==> src/rtl/dac_fe_pkg.sv <==
package dac_fe_pkg;
    typedef enum logic [1:0] {
        WS_IDLE     = 2'd0,
        WS_CAPTURE  = 2'd1,
        WS_WAIT_REL = 2'd2
    } wr_state_e;

    localparam logic [1:0] ADDR_LO   = 2'b00;
    localparam logic [1:0] ADDR_HI   = 2'b01;
    localparam logic [1:0] ADDR_CTL  = 2'b10;

    localparam logic [1:0] REF_EXT   = 2'b00;
    localparam logic [1:0] REF_INT_L = 2'b01;
    localparam logic [1:0] REF_INT_H = 2'b10;
endpackage

==> src/rtl/dac_fe_sync.sv <==
module dac_fe_sync #(
    parameter int W = 1,
    parameter int STAGES = 2,
    parameter logic [W-1:0] RST_VAL = '0
) (
    input  logic         clk,
    input  logic         rst_n,
    input  logic [W-1:0] d,
    output logic [W-1:0] q
);
    logic [W-1:0] pipe [STAGES];

    always_ff @(posedge clk or negedge rst_n) begin
        if (!rst_n) begin
            for (int i = 0; i < STAGES; i++) pipe[i] <= RST_VAL;
        end else begin
            pipe[0] <= d;
            for (int i = 1; i < STAGES; i++) pipe[i] <= pipe[i-1];
        end
    end

    assign q = pipe[STAGES-1];
endmodule

==> src/rtl/dac_fe_wr_fsm.sv <==
module dac_fe_wr_fsm
    import dac_fe_pkg::*;
(
    input  logic clk,
    input  logic rst_n,
    input  logic strobe,
    output logic wr_pulse
);
    wr_state_e state, state_nx;

    always_ff @(posedge clk or negedge rst_n) begin
        if (!rst_n) state <= WS_IDLE;
        else        state <= state_nx;
    end

    always_comb begin
        state_nx = state;
        unique case (state)
            WS_IDLE:     if (strobe)  state_nx = WS_CAPTURE;
            WS_CAPTURE:  state_nx = strobe ? WS_WAIT_REL : WS_IDLE;
            WS_WAIT_REL: if (!strobe) state_nx = WS_IDLE;
            default:     state_nx = WS_IDLE;
        endcase
    end

    always_comb begin
        wr_pulse = (state == WS_CAPTURE);
    end

    assert_one_write_R4: assert property (@(posedge clk) disable iff (!rst_n)
        wr_pulse |=> !wr_pulse);

    assert_write_needs_strobe_R10: assert property (@(posedge clk) disable iff (!rst_n)
        wr_pulse |-> $past(strobe));
endmodule

==> src/rtl/dac_fe_regs.sv <==
module dac_fe_regs
    import dac_fe_pkg::*;
#(
    parameter int DW   = 8,
    parameter int CW   = 12,
    parameter int CTLW = 3
) (
    input  logic            clk,
    input  logic            rst_n,
    input  logic            wr_en,
    input  logic [1:0]      addr,
    input  logic [DW-1:0]   din,
    input  logic            ld_act,
    output logic [CW-1:0]   dac_code,
    output logic [CTLW-1:0] ctl_q
);
    localparam int HW = CW - DW;

    logic [DW-1:0] hold_lo;
    logic [HW-1:0] hold_hi;

    always_ff @(posedge clk or negedge rst_n) begin
        if (!rst_n) begin
            hold_lo <= '0;
            hold_hi <= '0;
            ctl_q   <= '0;
        end else if (wr_en) begin
            unique case (addr)
                ADDR_LO:  hold_lo <= din;
                ADDR_HI:  hold_hi <= din[HW-1:0];
                ADDR_CTL: ctl_q   <= din[CTLW-1:0];
                default:  ;
            endcase
        end
    end

    always_ff @(posedge clk or negedge rst_n) begin
        if (!rst_n)      dac_code <= '0;
        else if (ld_act) dac_code <= {hold_hi, hold_lo};
    end

    assert_addr3_ignored_R3: assert property (@(posedge clk) disable iff (!rst_n)
        (wr_en && addr == 2'b11) |=> ($stable(hold_lo) && $stable(hold_hi) && $stable(ctl_q)));

    assert_lo_keeps_hi_R2: assert property (@(posedge clk) disable iff (!rst_n)
        (wr_en && addr == ADDR_LO) |=> ($stable(hold_hi) && $stable(ctl_q)));

    assert_hold_only_R5: assert property (@(posedge clk) disable iff (!rst_n)
        !ld_act |=> $stable(dac_code));
endmodule

==> src/rtl/dac_bus_front.sv <==
module dac_bus_front
    import dac_fe_pkg::*;
#(
    parameter int DW       = 8,
    parameter int CW       = 12,
    parameter int SYNC_STG = 2
) (
    input  logic          clk,
    input  logic          rst_n,
    input  logic          cs_n,
    input  logic          we_n,
    input  logic [1:0]    addr,
    input  logic [DW-1:0] din,
    input  logic          ld_n,
    input  logic          spd_pin,
    input  logic          pd_n,
    output logic [CW-1:0] dac_code,
    output logic          ref_out_en,
    output logic          ref_hi_sel,
    output logic          fast_mode,
    output logic          pwr_dn
);
    localparam int CTLW = 3;
    localparam int NSYN = 5;

    logic [NSYN-1:0] pins_s;
    logic cs_s, we_s, ld_s, spd_s, pd_s;
    logic wr_pulse;
    logic [CTLW-1:0] ctl_q;

    dac_fe_sync #(.W(NSYN), .STAGES(SYNC_STG), .RST_VAL(5'b11101)) u_sync (
        .clk(clk), .rst_n(rst_n),
        .d({cs_n, we_n, ld_n, spd_pin, pd_n}),
        .q(pins_s)
    );
    assign {cs_s, we_s, ld_s, spd_s, pd_s} = pins_s;

    dac_fe_wr_fsm u_fsm (
        .clk(clk), .rst_n(rst_n),
        .strobe(!cs_s && !we_s),
        .wr_pulse(wr_pulse)
    );

    dac_fe_regs #(.DW(DW), .CW(CW), .CTLW(CTLW)) u_regs (
        .clk(clk), .rst_n(rst_n),
        .wr_en(wr_pulse), .addr(addr), .din(din),
        .ld_act(!ld_s),
        .dac_code(dac_code), .ctl_q(ctl_q)
    );

    always_comb begin
        ref_out_en = 1'b0;
        ref_hi_sel = 1'b0;
        unique case (ctl_q[1:0])
            REF_INT_L: ref_out_en = 1'b1;
            REF_INT_H: begin ref_out_en = 1'b1; ref_hi_sel = 1'b1; end
            default:   ;
        endcase
        fast_mode = ctl_q[2] | spd_s;
        pwr_dn    = !pd_s;
    end

    assert_ref_level_R7: assert property (@(posedge clk) disable iff (!rst_n)
        ref_hi_sel |-> ref_out_en);

    assert_pd_keeps_code_R9: assert property (@(posedge clk) disable iff (!rst_n)
        (pwr_dn && ld_n && $past(ld_n)) |=> $stable(dac_code));
endmodule

==> config.mk <==
export PLATFORM = sky130hd
export DESIGN_NAME = dac_bus_front
export DESIGN_NICKNAME = d
export VERILOG_FILES = /design/src/rtl/dac_fe_pkg.sv /design/src/rtl/dac_fe_sync.sv /design/src/rtl/dac_fe_wr_fsm.sv /design/src/rtl/dac_fe_regs.sv /design/src/rtl/dac_bus_front.sv
export SDC_FILE = /design/constraint.sdc
export NUM_CORES = 1
export LEC_CHECK = 0
export ABC_AREA = 1
export BUFFER_PORTS_ARGS = -buffer_cell sky130_fd_sc_hd__clkbuf_2
export CAP_MARGIN = 20
export CORE_MARGIN = 2
export CORE_UTILIZATION = 30
export DETAILED_ROUTE_END_ITERATION = 6
export SKIP_LAST_GASP = 1
export SLEW_MARGIN = 20
export SYNTH_ARGS = -nofsm -noshare
export SYNTH_HDL_FRONTEND = slang
export SYNTH_HIERARCHICAL = 1
export SYNTH_SLANG_ARGS = --single-unit
==> constraint.sdc <==
create_clock -name clk -period 1.5 [get_ports clk]
set_clock_uncertainty 0.05 [all_clocks]
set_input_delay 0.375 -clock clk [delete_from_list [all_inputs] [get_ports clk]]
set_output_delay 0.375 -clock clk [all_outputs]
set_load 0.05 [all_outputs]
# Word-level counts from Yosys, hierarchy flattened
# Index checks and enable logic that the tools add are counted.
# totals
input_bits,17
wordCells,33
regBits,39
# op_classes
eq_ne,8
n_mux,6
reduce_logical,11
n_bitwise,1
# op_table
op,count
AND reduction 2 bit,4
== test 2 x 1 -> 1 bit (second input constant),3
== test 2 bit (second input constant),3
two-way mux 2 bit,3
one-hot mux 2 bit (3 select lines),1
zero test 2 bit,2
zero test 1 bit,3
two-way mux 1 bit,2
!= test 2 x 1 -> 1 bit (second input constant),1
!= test 2 bit (second input constant),1
OR reduction 2 bit,1
logical AND 1 bit,1
bitwise OR 1 bit,1

# Longest topological paths before layout
# logic_depth
word_depth,4
ltp_mapped,6
mapped_depth_nobuf,5

# Cells and area by module
# Netlist, hierarchy kept.
# modules_own_cells
module,instances,cells_each,area_each_um2,seq_area_each_um2
dac_fe_regs,1,119,1101.1,675.6
dac_fe_sync,1,15,297.8,260.2
dac_fe_wr_fsm,1,9,87.6,50.0
dac_bus_front,1,9,42.5,0.0

# Worst setup path after synthesis
# Ideal clock, no wire load.
# synth_timing
path_type,reg2out
start,register u_regs.ctl_q[0]
end,output ref_out_en
n_path_buf,0
setup_slack_ps,134
path_stages_with_launch,4
arrival_ps,941
t_required_ps,1075
cell_sequence,dfrtp_1 > inv_1 > ha_1 > inv_1
# synth_between
elab_chain_cells,3
word_cells_on_any_way,4
# synth_rtl
element,line,rtl
from (decl),dac_fe_regs.sv:15,output logic [CTLW-1:0] ctl_q
from (signal assigned),dac_fe_regs.sv:31,ADDR_CTL: ctl_q <= din[CTLW-1:0];
== test 2 bit or == test 2 x 1 -> 1 bit (tied branches),dac_bus_front.sv:54,unique case (ctl_q[1:0])
OR reduction 2 bit (no line) *,n/a,
two-way mux 1 bit *,dac_bus_front.sv:54,
to (decl),dac_bus_front.sv:18,"output logic ref_out_en,"
# Mark *: on every way between the ends. The rest lies on a longest branch, timed or not.

# Final worst setup path
# Ends and elaborated chain as after synthesis.

==> summary.md <==
| Metric | Value |
|---|---|
| Register area share after synthesis | 64.5% |
| Die Y | 75.4 um |
| Most common cell in the netlist | nand2_1 |
| Post-route ant nets | 0 |
| Yosys top cell area share | 50.7% |
| DR DRC count | 0 |
| Syn nets | 170 |
| DP HPWL | 1800 um |
| Layout cells sized above 1 | 29.2% |
| Busiest grt layer | met2 |
| Setup Buffers After CTS | 0 |
| GR Layer Usage met3 | 3.57% |
| GR Util met1 | 13.7% |
| First-pass GRT wire length | 4560 um |
| Core Region | 4820 um2 |
| Final setup vio count | 1 |
| Crit start category | flip-flop |
| Slew of the pin with the lowest slew margin | 558 ps |
| Largest net degree at the start of global routing | 40 |
| Period utilization | 106% |
| Period minus WS final | 1590 ps |
| Final WS setup | -93.2 ps |
| Synth cell count leaders | 44 x nand2_1, 31 x dfrtp_1, 22 x inv_1 |
| Run status | finished with violations |
| Nature of the critical path endpoint | output pin |
| Post-synth EDFFs | 0 |
| Count of cell types in the netlist | 16 |
| Top FF cell, synth | dfrtp_1 |
| Total clock sinks | 39 |
| CP Class | reg2out |
| DR vias/cell | 4.19 |
| Worst Path Required | 1070 ps |
| FP Rows | 25 |
| Initial antenna violation count | 0 |
| RSZ-0062 raised after global routing | yes |
| Final WL | 2700 um |
| Peak supply drop | 1.04 mV |
| Area Growth Syn to Fin | 24.6% |
| CTS tree | yes |
| Clk_lat worst skew | 280 ps |
| Pwr Density | 1620 nW/um2 |
| Initial DRC Count | 57 |
| Wire length per cell | 10.7 um |
| Hold crit path type | in2reg |
| Io pins | 33 |
| CP Max Fanout | 2 |
| Final Max Slew Viols | 0 |
| Leakage | 0.988 nW |
| Die W | 75.4 um |
| Dominant cells by area after synthesis | dfrtp_1 51%, dfstp_2 14%, nand2_1 11%, inv_1 5.4%, o21ai_0 3.9% |
| Data arrival time of the critical path | 1170 ps |
| Drt first pass iters | 4 |
| RePlAce Congestion | 0.697 |
| Clock slew at reported path FFs | 70 ps |
| Final Hold Viols | 0 |
| Ys async rst share | 100% |
| Vias | 1056 |
| Die area | 5680 um2 |
| WHS | 115 ps |
| NumNets Final | 202 |
| Syn_area_per_cell | 10.1 um2 |
| Vias in the first global route | 1035 |
| GRT Resource Usage Total | 10.8% |
| Violated checks | setup timing |
| Place WS | 125 ps |
| Met2 usage | 17.0% |
| Initial Util | 31.7% |
| Max transition margin | 62.8% |
| Fmax | 628 MHz |
| Syn Std Cell Area | 1530 um2 |
| Global route overflow | 0 |
| # port buffers | 32 |
| YS warnings | 6 |
| H-tree levels | 2 |
| #FFs+latches synth | 39 |
| Cell taking the most area after synthesis | dfrtp_1 |
| Antenna Cells | 0 |
| Final core occ | 39.5% |
| Synth Instances | 152 |
| Max clock buf depth | 2 |
| Clock buffers created by TritonCTS | 5 |
| Clk root buf | clkbuf_8 |
| Max-cap violation count | 0 |
## power by group
part | internal, mW | total, mW | switching, mW
clock network | 0.665 | 1.01 | 0.348
registers | 1.24 | 1.33 | 0.0875
logic | 0.213 | 0.756 | 0.542
total | 2.12 | 3.09 | 0.978
## what timing repair did
| action | in CTS | in global routing |
|---|---|---|
| endpoints found under the setup margin | 2 | 3 |
| hold buffers | 1 | 0 |
| gates resized for setup | 4 | 4 |
| endpoints found under the hold margin | 6 | 0 |
## routing by layer
metal | wire length, um | part of all wire (%) | vias to the layer above
met5 | 0 | 0 | -
met4 | 17 | 0.63 | 0
met3 | 172 | 6.4 | 2
met2 | 1210 | 45 | 33
met1 | 1300 | 48 | 487
li1 | - | - | 534
## kinds of logic after synthesis
family | synth area share (%)
buffers and inverters | 10.1
flip-flops | 64.5
AO/OA/AOI/OAI | 3.93
adder cells (fa/ha/maj) | 0.818
AND/OR/NAND/NOR | 20.7
## placed cells by master (no fill, tap or decap), types with 2 or more instances in the layout
cell type  count
buf_8          2
dfstp_2        8
o21ai_0       12
clkbuf_8       5
dfrtp_1       31
buf_12         2
nand3_1       11
bufinv_16      2
nor2_1         2
clkbuf_2      29
nand4_1        7
inv_1         21
nand2_1       44
## through the flow
stage,cell area [um2],TNS [ps],power [mW],instances
floorplan,1530,0,1.87,152
global placement,1740,0,2.04,243
detailed placement,1740,0,2.05,243
CTS,1900,-116,3.12,252
global route,1900,-182,3.26,252
finish,1900,-93.2,3.09,252
## registers in the layout, indices dropped and copies added, names as in the netlist
| signal | count |
|---|---|
| u_regs/dac_code | 12 |
| u_sync/pipe | 5 |
| u_regs/hold_hi | 4 |
| u_fsm/state | 2 |
| u_regs/ctl_q | 3 |
| u_sync/q | 5 |
| u_regs/hold_lo | 8 |
## final timing paths
kind | start | endpoint | slack [ps] | cells past startpoint
worst max-delay path | u_regs/ctl_q[0] | ref_out_en | -90 | 4
worst min-delay path | pd_n | u_sync/pipe[5] | 110 | 1
worst max register to register | u_fsm/state[1] | u_regs/ctl_q[0] | 260 | 5
worst min register to register | u_sync/pipe[6] | u_sync/q[1] | 300 | 0
max in group asynchronous | rst_n | u_sync/q[3] | 610 | 3
min in group asynchronous | rst_n | u_regs/hold_lo[4] | 540 | 3
## layout make-up
cell class,instances,area (um2)
flip-flops and latches,39,986
clock buffers,6,72.6
fillers,523,2910
clock inverters,2,60.1
multi-input cells,81,389
inverters,22,82.6
repair buffers,35,230
well taps,67,83.8
## critical path, cell delays in order, from the launching register on
cell and delay, ps:
dfrtp_1 350, inv_1 50, ha_1 290, inv_2 60
buf_8 140
No activity file was read; power rests on OpenSTA's default activity.
